**src/rtl/requant_pkg.sv**
```systemverilog
// Shared constants and the decoded-configuration type for the requantization unit.
// Assumes a single-precision scale pattern and an 8-bit signed output.
package requant_pkg;
    localparam int SCALE_W      = 32;
    localparam int EXP_LSB      = 23;
    localparam int EXP_W        = 8;
    localparam int MULT_FRAC    = 15;
    localparam int MULT_LSB     = EXP_LSB - MULT_FRAC;
    localparam int MULT_W       = MULT_FRAC + 1;
    localparam int SHIFT_W      = 10;
    localparam int SHIFT_BIAS   = 127 + 31 - 32 + 16;
    localparam int ACC_W        = 32;
    localparam int PROD_W       = 48;
    localparam int WIDE_W       = 64;
    localparam int OUT_W        = 8;
    localparam int RSHIFT_LIMIT = 48;
    localparam int LSHIFT_CAP   = 16;

    typedef struct packed {
        logic [MULT_W-1:0]         mult;
        logic signed [SHIFT_W-1:0] shift;
        logic signed [OUT_W-1:0]   zp;
        logic                      err;
    } rq_cfg_t;
endpackage

```
**src/rtl/requant_scale_decode.sv**
```systemverilog
// Decodes a float scale pattern into a multiplier and a signed shift, captured on load.
// Assumes the load strobe is raised only while the data pipeline is empty.
module requant_scale_decode
    import requant_pkg::*;
(
    input  logic                     clk,
    input  logic                     rst_n,
    input  logic                     load,
    input  logic [SCALE_W-1:0]       scale_bits,
    input  logic signed [OUT_W-1:0]  zero_point,
    output rq_cfg_t                  cfg
);
    logic [EXP_W-1:0]          exp_f;
    logic [MULT_FRAC-1:0]      man_f;
    logic signed [SHIFT_W-1:0] shift_next;
    logic [MULT_W-1:0]         mult_next;

    // Field extraction and bias arithmetic for the next configuration.
    always_comb begin
        exp_f      = scale_bits[EXP_LSB +: EXP_W];
        man_f      = scale_bits[MULT_LSB +: MULT_FRAC];
        shift_next = SHIFT_W'(SHIFT_BIAS) - SHIFT_W'(exp_f);
        mult_next  = MULT_W'(man_f) + MULT_W'(1);
    end

    // Configuration register, written only on a load strobe.
    always_ff @(posedge clk) begin
        if (!rst_n) begin
            cfg <= '0;
        end else if (load) begin
            cfg.mult  <= mult_next;
            cfg.shift <= shift_next;
            cfg.zp    <= zero_point;
            cfg.err   <= scale_bits[SCALE_W-1];
        end
    end

    // a loaded multiplier is never zero.
    a_r2_mult_nonzero: assert property (@(posedge clk) disable iff (!rst_n)
        load |=> (cfg.mult != '0));

    // without a load the decoded configuration holds.
    a_r8_cfg_hold: assert property (@(posedge clk) disable iff (!rst_n)
        !load |=> $stable(cfg));
endmodule

```
**src/rtl/requant_mul_stage.sv**
```systemverilog
// First pipeline stage: signed accumulator times unsigned multiplier into a 48-bit product.
// Assumes the product magnitude stays below 2^47, which holds for 32-bit by 16-bit operands.
module requant_mul_stage
    import requant_pkg::*;
(
    input  logic                     clk,
    input  logic                     rst_n,
    input  logic                     advance,
    input  logic                     in_valid,
    input  logic signed [ACC_W-1:0]  in_acc,
    input  logic [MULT_W-1:0]        mult,
    output logic                     s1_valid,
    output logic signed [PROD_W-1:0] s1_prod
);
    logic signed [PROD_W-1:0] acc_ext;
    logic signed [PROD_W-1:0] mult_ext;
    logic signed [PROD_W-1:0] prod_next;

    // Sign-extend both operands to the product width and multiply.
    always_comb begin
        acc_ext   = PROD_W'(in_acc);
        mult_ext  = PROD_W'($signed({1'b0, mult}));
        prod_next = acc_ext * mult_ext;
    end

    // Stage register; frozen whenever the pipeline stalls.
    always_ff @(posedge clk) begin
        if (!rst_n) begin
            s1_valid <= 1'b0;
            s1_prod  <= '0;
        end else if (advance) begin
            s1_valid <= in_valid;
            s1_prod  <= prod_next;
        end
    end

    // a stalled stage keeps its product.
    a_r10_s1_hold: assert property (@(posedge clk) disable iff (!rst_n)
        (!advance && s1_valid) |=> (s1_valid && $stable(s1_prod)));
endmodule

```
**src/rtl/requant_shift_sat.sv**
```systemverilog
// Second pipeline stage: rounding shift, zero-point add and 8-bit saturation.
// Assumes shift is in -113..142 and the product fits 48 signed bits.
module requant_shift_sat
    import requant_pkg::*;
(
    input  logic                     clk,
    input  logic                     rst_n,
    input  logic                     advance,
    input  logic                     s1_valid,
    input  logic signed [PROD_W-1:0] s1_prod,
    input  rq_cfg_t                  cfg,
    output logic                     out_valid,
    output logic signed [OUT_W-1:0]  out_data
);
    localparam logic signed [SHIFT_W-1:0] SH_FAR = SHIFT_W'(RSHIFT_LIMIT);
    localparam logic signed [SHIFT_W-1:0] SH_CAP = SHIFT_W'(LSHIFT_CAP);
    localparam logic signed [WIDE_W-1:0]  SAT_BIG = WIDE_W'(64'sd1048576);
    localparam logic signed [WIDE_W-1:0]  OUT_HI  = WIDE_W'((2 ** (OUT_W - 1)) - 1);
    localparam logic signed [WIDE_W-1:0]  OUT_LO  = -WIDE_W'(2 ** (OUT_W - 1));

    logic signed [WIDE_W-1:0]  wide;
    logic signed [WIDE_W-1:0]  rnd;
    logic signed [WIDE_W-1:0]  scaled;
    logic signed [WIDE_W-1:0]  sum;
    logic signed [SHIFT_W-1:0] lsh;
    logic [5:0]                rsh;
    logic signed [OUT_W-1:0]   res;

    // Select right, far or left shift, then add the zero point and clamp.
    always_comb begin
        wide   = WIDE_W'(s1_prod);
        rsh    = cfg.shift[5:0];
        lsh    = -cfg.shift;
        rnd    = '0;
        scaled = '0;
        if (cfg.shift >= SH_FAR) begin
            scaled = '0;
        end else if (cfg.shift > 0) begin
            rnd    = WIDE_W'(64'sd1) <<< (rsh - 6'd1);
            scaled = (wide + rnd) >>> rsh;
        end else if (s1_prod == '0) begin
            scaled = '0;
        end else if (lsh >= SH_CAP) begin
            scaled = s1_prod[PROD_W-1] ? -SAT_BIG : SAT_BIG;
        end else begin
            scaled = wide <<< lsh[3:0];
        end
        sum = scaled + WIDE_W'(cfg.zp);
        if (cfg.err)          res = cfg.zp;
        else if (sum > OUT_HI) res = OUT_HI[OUT_W-1:0];
        else if (sum < OUT_LO) res = OUT_LO[OUT_W-1:0];
        else                   res = sum[OUT_W-1:0];
    end

    // Output register; frozen whenever the consumer stalls.
    always_ff @(posedge clk) begin
        if (!rst_n) begin
            out_valid <= 1'b0;
            out_data  <= '0;
        end else if (advance) begin
            out_valid <= s1_valid;
            out_data  <= res;
        end
    end

    // a product shifted by 48 or more leaves only the zero point.
    a_r5_far_shift: assert property (@(posedge clk) disable iff (!rst_n)
        (advance && s1_valid && (cfg.shift >= SH_FAR)) |=> (out_data == cfg.zp));
endmodule

```
**src/rtl/requant_unit.sv**
```systemverilog
// Requantization unit top: scale decode plus a two-stage, stall-together data pipeline.
// Assumes cfg_load is raised only when no sample is in flight or waiting at the output.
module requant_unit
    import requant_pkg::*;
(
    input  logic                    clk,
    input  logic                    rst_n,
    input  logic                    cfg_load,
    input  logic [SCALE_W-1:0]      cfg_scale_bits,
    input  logic signed [OUT_W-1:0] cfg_zero_point,
    output logic                    cfg_error,
    input  logic                    in_valid,
    output logic                    in_ready,
    input  logic signed [ACC_W-1:0] in_acc,
    output logic                    out_valid,
    input  logic                    out_ready,
    output logic signed [OUT_W-1:0] out_data
);
    rq_cfg_t                  cfg;
    logic                     advance;
    logic                     s1_valid;
    logic signed [PROD_W-1:0] s1_prod;

    // Whole pipeline moves when the output slot is empty or being taken.
    always_comb begin
        advance   = !out_valid || out_ready;
        in_ready  = advance;
        cfg_error = cfg.err;
    end

    requant_scale_decode u_decode (
        .clk        (clk),
        .rst_n      (rst_n),
        .load       (cfg_load),
        .scale_bits (cfg_scale_bits),
        .zero_point (cfg_zero_point),
        .cfg        (cfg)
    );

    requant_mul_stage u_mul (
        .clk      (clk),
        .rst_n    (rst_n),
        .advance  (advance),
        .in_valid (in_valid),
        .in_acc   (in_acc),
        .mult     (cfg.mult),
        .s1_valid (s1_valid),
        .s1_prod  (s1_prod)
    );

    requant_shift_sat u_shift (
        .clk       (clk),
        .rst_n     (rst_n),
        .advance   (advance),
        .s1_valid  (s1_valid),
        .s1_prod   (s1_prod),
        .cfg       (cfg),
        .out_valid (out_valid),
        .out_data  (out_data)
    );

    // a refused output keeps valid and data.
    a_r10_out_hold: assert property (@(posedge clk) disable iff (!rst_n)
        (out_valid && !out_ready) |=> (out_valid && $stable(out_data)));

    // an accepted sample occupies the first stage on the next cycle.
    a_r9_accept: assert property (@(posedge clk) disable iff (!rst_n)
        (in_valid && in_ready) |=> s1_valid);

    // with a negative scale every output is the zero point.
    a_r7_err_zp: assert property (@(posedge clk) disable iff (!rst_n)
        (out_valid && cfg_error) |-> (out_data == cfg.zp));
endmodule

```
**config.mk**
```make
export PLATFORM = sky130hd
export DESIGN_NAME = requant_unit
export DESIGN_NICKNAME = d
export VERILOG_FILES = /design/src/rtl/requant_pkg.sv /design/src/rtl/requant_scale_decode.sv /design/src/rtl/requant_mul_stage.sv /design/src/rtl/requant_shift_sat.sv /design/src/rtl/requant_unit.sv
export SDC_FILE = /design/constraint.sdc
export NUM_CORES = 2
export LEC_CHECK = 0
export ABC_AREA = 1
export ABC_CLOCK_PERIOD_IN_PS = 8500
export BUFFER_PORTS_ARGS = -buffer_cell sky130_fd_sc_hd__buf_2
export CORE_MARGIN = 2
export CORE_UTILIZATION = 50
export DETAILED_ROUTE_END_ITERATION = 8
export GPL_ROUTABILITY_DRIVEN = 1
export PLACE_DENSITY = 0.77
export SYNTH_ARGS = -nofsm -noshare
export SYNTH_HDL_FRONTEND = slang
export SYNTH_SLANG_ARGS = --single-unit
export TNS_END_PERCENT = 1
```
**constraint.sdc**
```tcl
create_clock -name clk -period 8.5 [get_ports clk]
set_clock_uncertainty 0.2 [all_clocks]
set_input_delay 0.85 -clock clk [delete_from_list [all_inputs] [get_ports clk]]
set_output_delay 0.85 -clock clk [all_outputs]
set_load 0.02 [all_outputs]
```
---- Word-level counts from Yosys, hierarchy flattened ----
Cells that the tools add are included.
word-level totals
  input port bits ......................... 77
  word-level logic and storage cells ...... 34
  flip-flop bits (word level) ............. 92
  output and inout bits ................... 11
operators by class
  $mul .................................... 1
  shifts and indexed selects .............. 3
  reduce and logical (&&, ||, !) cells .... 3
  multiplexer cells ....................... 8
  $add $sub $neg .......................... 6
  order comparisons ....................... 5
operators by type and width
  kind                                                                                  count
  64-bit 2-to-1 mux                                                                     5
  48-bit by 64-bit adder with 64-bit output                                             1
  64-bit by 8-bit adder with 64-bit output                                              1
  64-bit by 8-bit greater-than comparator with 1-bit output, second input constant      1
  64-bit by 8-bit less-than comparator with 1-bit output, second input constant         1
  2-bit by 6-bit <<< shifter with 64-bit output, first input constant                   1
  48-bit by 4-bit <<< shifter with 64-bit output                                        1
  64-bit by 6-bit >>> shifter with 64-bit output                                        1
  48-bit logical NOT                                                                    1
  32-bit by 17-bit multiplier with 48-bit output                                        1
  8-bit 2-to-1 mux                                                                      3
  15-bit by 1-bit adder with 16-bit output, second input constant                       1
  10-bit by 6-bit greater-or-equal comparator with 1-bit output, second input constant  1
  9-bit negation with 10-bit output                                                     1
  9-bit by 7-bit greater-or-equal comparator with 1-bit output, second input constant   1
  9-bit by 1-bit greater-than comparator with 1-bit output, second input constant       1
  8-bit by 8-bit subtractor with 9-bit output, first input constant                     1
  6-bit by 1-bit subtractor with 6-bit output, second input constant                    1
  1-bit logical NOT                                                                     1
  1-bit logical OR                                                                      1

---- Longest topological paths before layout ----
  depth after elaboration ................. 11
  depth in mapped cells ................... 63
  depth with buffers taken out ............ 58

---- Cells and area by module ----
From an unflattened synthesis, not the netlist that was laid out.
second synthesis, totals
  cell total of the unflattened synthesis .. 7492
  area, all modules ....................... 43437.9 um^2
modules (own cells, without submodules)
  module                sequential area each (um^2)  cells each  area each (um^2)  instances
  requant_mul_stage     980.9                        3086        21789.6           1
  requant_shift_sat     180.2                        4150        19937.9           1
  requant_scale_decode  680.7                        254         1702.9            1
  requant_unit          0.0                          2           7.5               1

---- Least setup slack after synthesis ----
No wires, ideal clock.
  path type ............................... register -> register
  from .................................... reg u_decode.cfg[9] (netlist name)
  to ...................................... reg u_shift.out_data[2]
  period minus slack after synthesis ...... 7.321 ns
  stages on the path, launching flop included .. 57
  slack ................................... 1.179 ns
  data arrival time ....................... 6.981 ns
  path buffers ............................ 7
  setup time .............................. 0.140 ns
  data required time ...................... 8.160 ns
  cells stage by stage .................... dfxtp_1 -> buf_2 -> inv_2 -> buf_2 -> buf_1 -> ha_1 -> or2_1 -> and2_1 -> buf_6 -> buf_2 -> clkbuf_1 -> clkbuf_1 -> nand4_1 -> nor2_1 -> ha_1 -> nand2_1 -> inv_1 -> a21oi_1 -> [... 21 more ...] -> nand3_1 -> nand2_1 -> nand2_1 -> nand2_1 -> nand2_1 -> nand2_1 -> nand2_1 -> nand3_1 -> nor2_1 -> nand2_1 -> nor2_1 -> nand4_1 -> nor3_2 -> nand2_1 -> a21oi_4 -> nand2_1 -> nand2_1 -> a21oi_2
on the way
  longest elaborated chain between the ends .. 11
  elaborated cells between the ends (all ways) .. 19
  those cells by class .................... 4 x add/sub; 5 x order compare; 3 x shift; 7 x mux
ends and longest elaborated chain
  item                                                                                                     RTL line                                          RTL
  6-bit by 1-bit subtractor with 6-bit output / 9-bit negation with 10-bit output (equally long branches)  requant_shift_sat.sv:39, requant_shift_sat.sv:33
  2-bit by 6-bit <<< shifter with 64-bit output, or another cell as far along                              requant_shift_sat.sv:39                           rnd = WIDE_W'(64'sd1) <<< (rsh - 6'd1);
  48-bit by 64-bit adder with 64-bit output / 64-bit 2-to-1 mux (equally long branches)                    requant_shift_sat.sv:40, requant_shift_sat.sv:43
  64-bit by 6-bit >>> shifter with 64-bit output / 64-bit 2-to-1 mux (equally long branches)               requant_shift_sat.sv:40, requant_shift_sat.sv:41
  64-bit 2-to-1 mux                                                                                        requant_shift_sat.sv:38                           end else if (cfg.shift > 0) begin
  64-bit 2-to-1 mux *                                                                                      requant_shift_sat.sv:36                           if (cfg.shift >= SH_FAR) begin
  64-bit by 8-bit adder with 64-bit output *                                                               requant_shift_sat.sv:48                           sum = scaled + WIDE_W'(cfg.zp);
  64-bit by 8-bit less-than comparator with 1-bit output                                                   requant_shift_sat.sv:51                           else if (sum < OUT_LO) res = OUT_LO[OUT_W-1:0];
  8-bit 2-to-1 mux                                                                                         requant_shift_sat.sv:51
  8-bit 2-to-1 mux *                                                                                       requant_shift_sat.sv:50                           else if (sum > OUT_HI) res = OUT_HI[OUT_W-1:0];
  8-bit 2-to-1 mux *                                                                                       requant_shift_sat.sv:49                           if (cfg.err) res = cfg.zp;
  end signal, assigned                                                                                     requant_shift_sat.sv:62                           out_data <= res;
  end, declared                                                                                            requant_shift_sat.sv:13                           output logic signed [OUT_W-1:0] out_data
Every way passes the cells marked *; elsewhere a longest branch is shown, timed or not.
A chain may end at the register's enable or synchronous reset.

---- Worst setup path after layout ----
  from .................................... reg u_decode.cfg[10] (netlist name)
  to ...................................... reg u_shift.out_data[6]
on the way
  longest elaborated chain between the ends .. 11
  elaborated cells between the ends (all ways) .. 19
  those cells by class .................... 4 x add/sub; 5 x order compare; 3 x shift; 7 x mux
ends and longest elaborated chain
  item                                                                                                     RTL line
  6-bit by 1-bit subtractor with 6-bit output / 9-bit negation with 10-bit output (equally long branches)  requant_shift_sat.sv:39, requant_shift_sat.sv:33
  2-bit by 6-bit <<< shifter with 64-bit output, or another cell as far along                              requant_shift_sat.sv:39
  48-bit by 64-bit adder with 64-bit output / 64-bit 2-to-1 mux (equally long branches)                    requant_shift_sat.sv:40, requant_shift_sat.sv:43
  64-bit by 6-bit >>> shifter with 64-bit output / 64-bit 2-to-1 mux (equally long branches)               requant_shift_sat.sv:40, requant_shift_sat.sv:41
  64-bit 2-to-1 mux                                                                                        requant_shift_sat.sv:38
  64-bit 2-to-1 mux *                                                                                      requant_shift_sat.sv:36
  64-bit by 8-bit adder with 64-bit output *                                                               requant_shift_sat.sv:48
  64-bit by 8-bit less-than comparator with 1-bit output                                                   requant_shift_sat.sv:51
  8-bit 2-to-1 mux                                                                                         requant_shift_sat.sv:51
  8-bit 2-to-1 mux *                                                                                       requant_shift_sat.sv:50
  8-bit 2-to-1 mux *                                                                                       requant_shift_sat.sv:49
Marks and branches as above.

==> flow_summary.yaml <==
global_route:
  antenna_found_initial: 8
  grt_remaining_overflow: 0
  grtUsageTotal: 0.4073
  grt_pass1_wl_microns: 264500
  met3_usage: 0.06055
  grt_util_met2: 0.6564
  use_met1: 0.5059
  busiest_layer: "met2"
  grt_max_degree: 119
  grt_pass1_vias: 45620
clock_network:
  cts_buffers: 9
  clock-sinks: 92
  ctsHoldBuffers: 0
  cts_tree: "done"
  cts_root_buffer: "clkbuf_16"
  htreeDepth: 3
  clk_latency_ns: 0.42
  path_clk_slew_ns: 0.09
  clk_path_buf_depth: 2
sta:
  rsz0062_at_grt: "true"
  setup_viol: 0
  finalMaxSlewViolations: 0
  period_needed_ns: 8.150
  hold_violations: 0
  worstMarginPinSlew_ns: 1.335
  finalCritPeriodShare: 0.9588
  fmax_mhz: 122.7
  slew_headroom: 0.1099
logic_synthesis:
  synth_warnings: 0
  synth_top_cell_by_area: "fa_1"
  synth_area_leaders: "fa_1 23%, nand2_1 20%, inv_1 12%"
  synth_nets: 7794
  synth_edf_count: 0
  postSynthCellCount: 6983
  ys_seq_area_frac: 0.04432
  syn_avg_cell_area_sq_um: 5.951
  netlist_top_cells_count: "2168 x nand2_1, 1364 x inv_1, 539 x nand3_1, 532 x nor2_1, 486 x fa_1"
  syn_area_sq_um: 41550
  ys.flop_type: "dfxtp_1"
  yosysMostFrequentCell: "nand2_1"
  ys_ff_latch: 92
  async_flop_share: 0
  yosys.area.top_type_share: 0.2341
  ys_types: 55
detailed_routing:
  viasPerCell: 5.480
  postRouteAntennaNets: 0
  routed_wl_microns: 173600
  wl_per_cell_microns: 20.14
  drc_errors: 0
  vias: 47230
  first_iter_violations: 4702
  firstDrtPassIters: 6
setup_path:
  slowest_stage: "ha_2"
  cp_slowest_stage_delay_ns: 0.41
  cpMostUsedCell: "nand2_1"
  crit_path_max_fanout: 12
  cp-start-kind: "register"
  critical_path_class: "reg2reg"
  endpoint_kind: "register"
  critical_path_required_ns: 8.64
  arrival_ns: 8.29
pwr:
  power_density_nw_per_um2: 262.6
  irDropWorstVdd_mv: 0.2602
  p_leak_nw: 27.36
  finalPower_mw: 12.88
floorplanning:
  dieHeight_microns: 292.3
  dieArea_sq_um: 85430
  ios: 88
  die_w_microns: 292.3
  start_util: 0.5052
  design.core.area_sq_um: 82240
  row_count: 105
layout:
  fillers: 8186
  finalNetCount: 8351
  final_util: 0.5965
  area_delta_synth_final_pct: 18.06
  fin_cells: 8619
  drive_above_1_share: 0.1480
placed_design:
  place_inst: 8593
  dpl.hpwl_microns: 150100
  port_buffers: 79
  place_congestion: 1.062
outcome:
  status: "finished, final reports clean"
worst_hold_path:
  hold_path.class: "reg2reg"
run:
  max_cap_viol_count: 0
## per-layer routing
| metal | vias up | part of all wire |
|---|---|---|
| li1 | 22590 | - |
| met1 | 21920 | 0.38 |
| met2 | 2221 | 0.45 |
| met3 | 493 | 0.087 |
| met4 | 6 | 0.080 |
| met5 | - | 0.00020 |
## flip-flops by register name (all words and copies together) (netlist names)
name and count:
u_shift.out_data 8, u_shift.out_valid 1, u_mul.s1_valid 1, u_mul.s1_prod 48
u_decode.cfg 34
## report_power, final
part / internal, mW / total (mW) / switching, mW / leakage [nW]
logic: 4.31 / 11.6 / 7.27 / 26.4
registers: 0.569 / 0.843 / 0.274 / 0.768
clock network: 0.214 / 0.455 / 0.241 / 0.153
## cells in the final DEF (no fill, tap or decap), drive strengths merged, types with 10 or more instances in the layout
| cell type | count |
|---|---|
| buf | 863 |
| o21bai | 22 |
| xor2 | 56 |
| mux2i | 69 |
| nand3b | 16 |
| ha | 248 |
| o21a | 10 |
| dfxtp | 92 |
| a21o | 10 |
| nor3 | 38 |
| a21boi | 10 |
| nand2 | 2181 |
| clkbuf | 10 |
| o211ai | 59 |
| nand3 | 544 |
| fa | 486 |
| nor2 | 538 |
| a31oi | 28 |
| xnor2 | 56 |
| or2 | 21 |
| a21oi | 353 |
| nand4 | 84 |
| inv | 1379 |
| nor4 | 29 |
| o21ai | 315 |
## cells by family (layout without fill, tap and decap cells)
| family | count (synthesis) | in the layout | share of synthesized area |
|---|---|---|---|
| xor+xnor | 112 | 112 | 0.02379 |
| simple gates | 3461 | 3461 | 0.3431 |
| other cells | 0 | 4 | 0 |
| buf+inv | 1696 | 2258 | 0.1552 |
| flops | 92 | 92 | 0.04432 |
| compound gates | 819 | 819 | 0.1082 |
| fa+ha+maj | 734 | 734 | 0.3088 |
| mux | 69 | 69 | 0.01662 |
## critical path, delay by kind of cell, from the launching register on
kind                     cells  cell delay, ns
XOR/XNOR                     1            0.19
buffers and inverters       13            1.71
AND/OR/NAND/NOR             30            3.42
flip-flops                   1            0.40
AO/OA/AOI/OAI                6            1.20
adder cells (fa/ha/maj)      3            0.93
## final timing paths
check	startpoint	end	slack, ns	cells after the start
min reg2reg	u_mul.s1_valid$_SDFFE_PN0P_	u_mul.s1_valid$_SDFFE_PN0P_	0.26	2
max	u_decode.cfg[10]$_SDFFE_PN0P_	u_shift.out_data[6]$_SDFFE_PN0P_	0.35	53
min	u_mul.s1_valid$_SDFFE_PN0P_	u_mul.s1_valid$_SDFFE_PN0P_	0.26	2
max reg2reg	u_decode.cfg[10]$_SDFFE_PN0P_	u_shift.out_data[6]$_SDFFE_PN0P_	0.35	53
## timing repair
item,in CTS,in global routing
endpoints found under the setup margin,0,8
setup buffers,0,6
gates resized for setup,0,183
## area by class of cell
cell class	instances	area [sq um]	area share
diodes	4	10.01	0.0002040
clock buffers	9	225.2	0.004591
clock inverters	7	88.84	0.001811
inverters	1378	5172	0.1054
multi-input cells	5195	33960	0.6922
flip-flops and latches	92	1856	0.03782
well taps	1070	1339	0.02729
repair buffers	864	6410	0.1307
## metrics by stage
stage | area [sq um] | TNS (ns) | hold WS (ns) | worst slack [ns]
2_1_floorplan | 41550 | 0 | 0.2297 | 1.179
3_3_place_gp | 48010 | 0 | 0.2423 | 0.2044
3_5_place_dp | 48010 | 0 | 0.2499 | 0.09724
4_1_cts | 48320 | 0 | 0.2638 | 0.05616
5_1_grt | 49050 | -0.2579 | 0.2885 | -0.06628
6_report | 49060 | 0 | 0.2614 | 0.3502
Power figures use the tool's default switching activity.
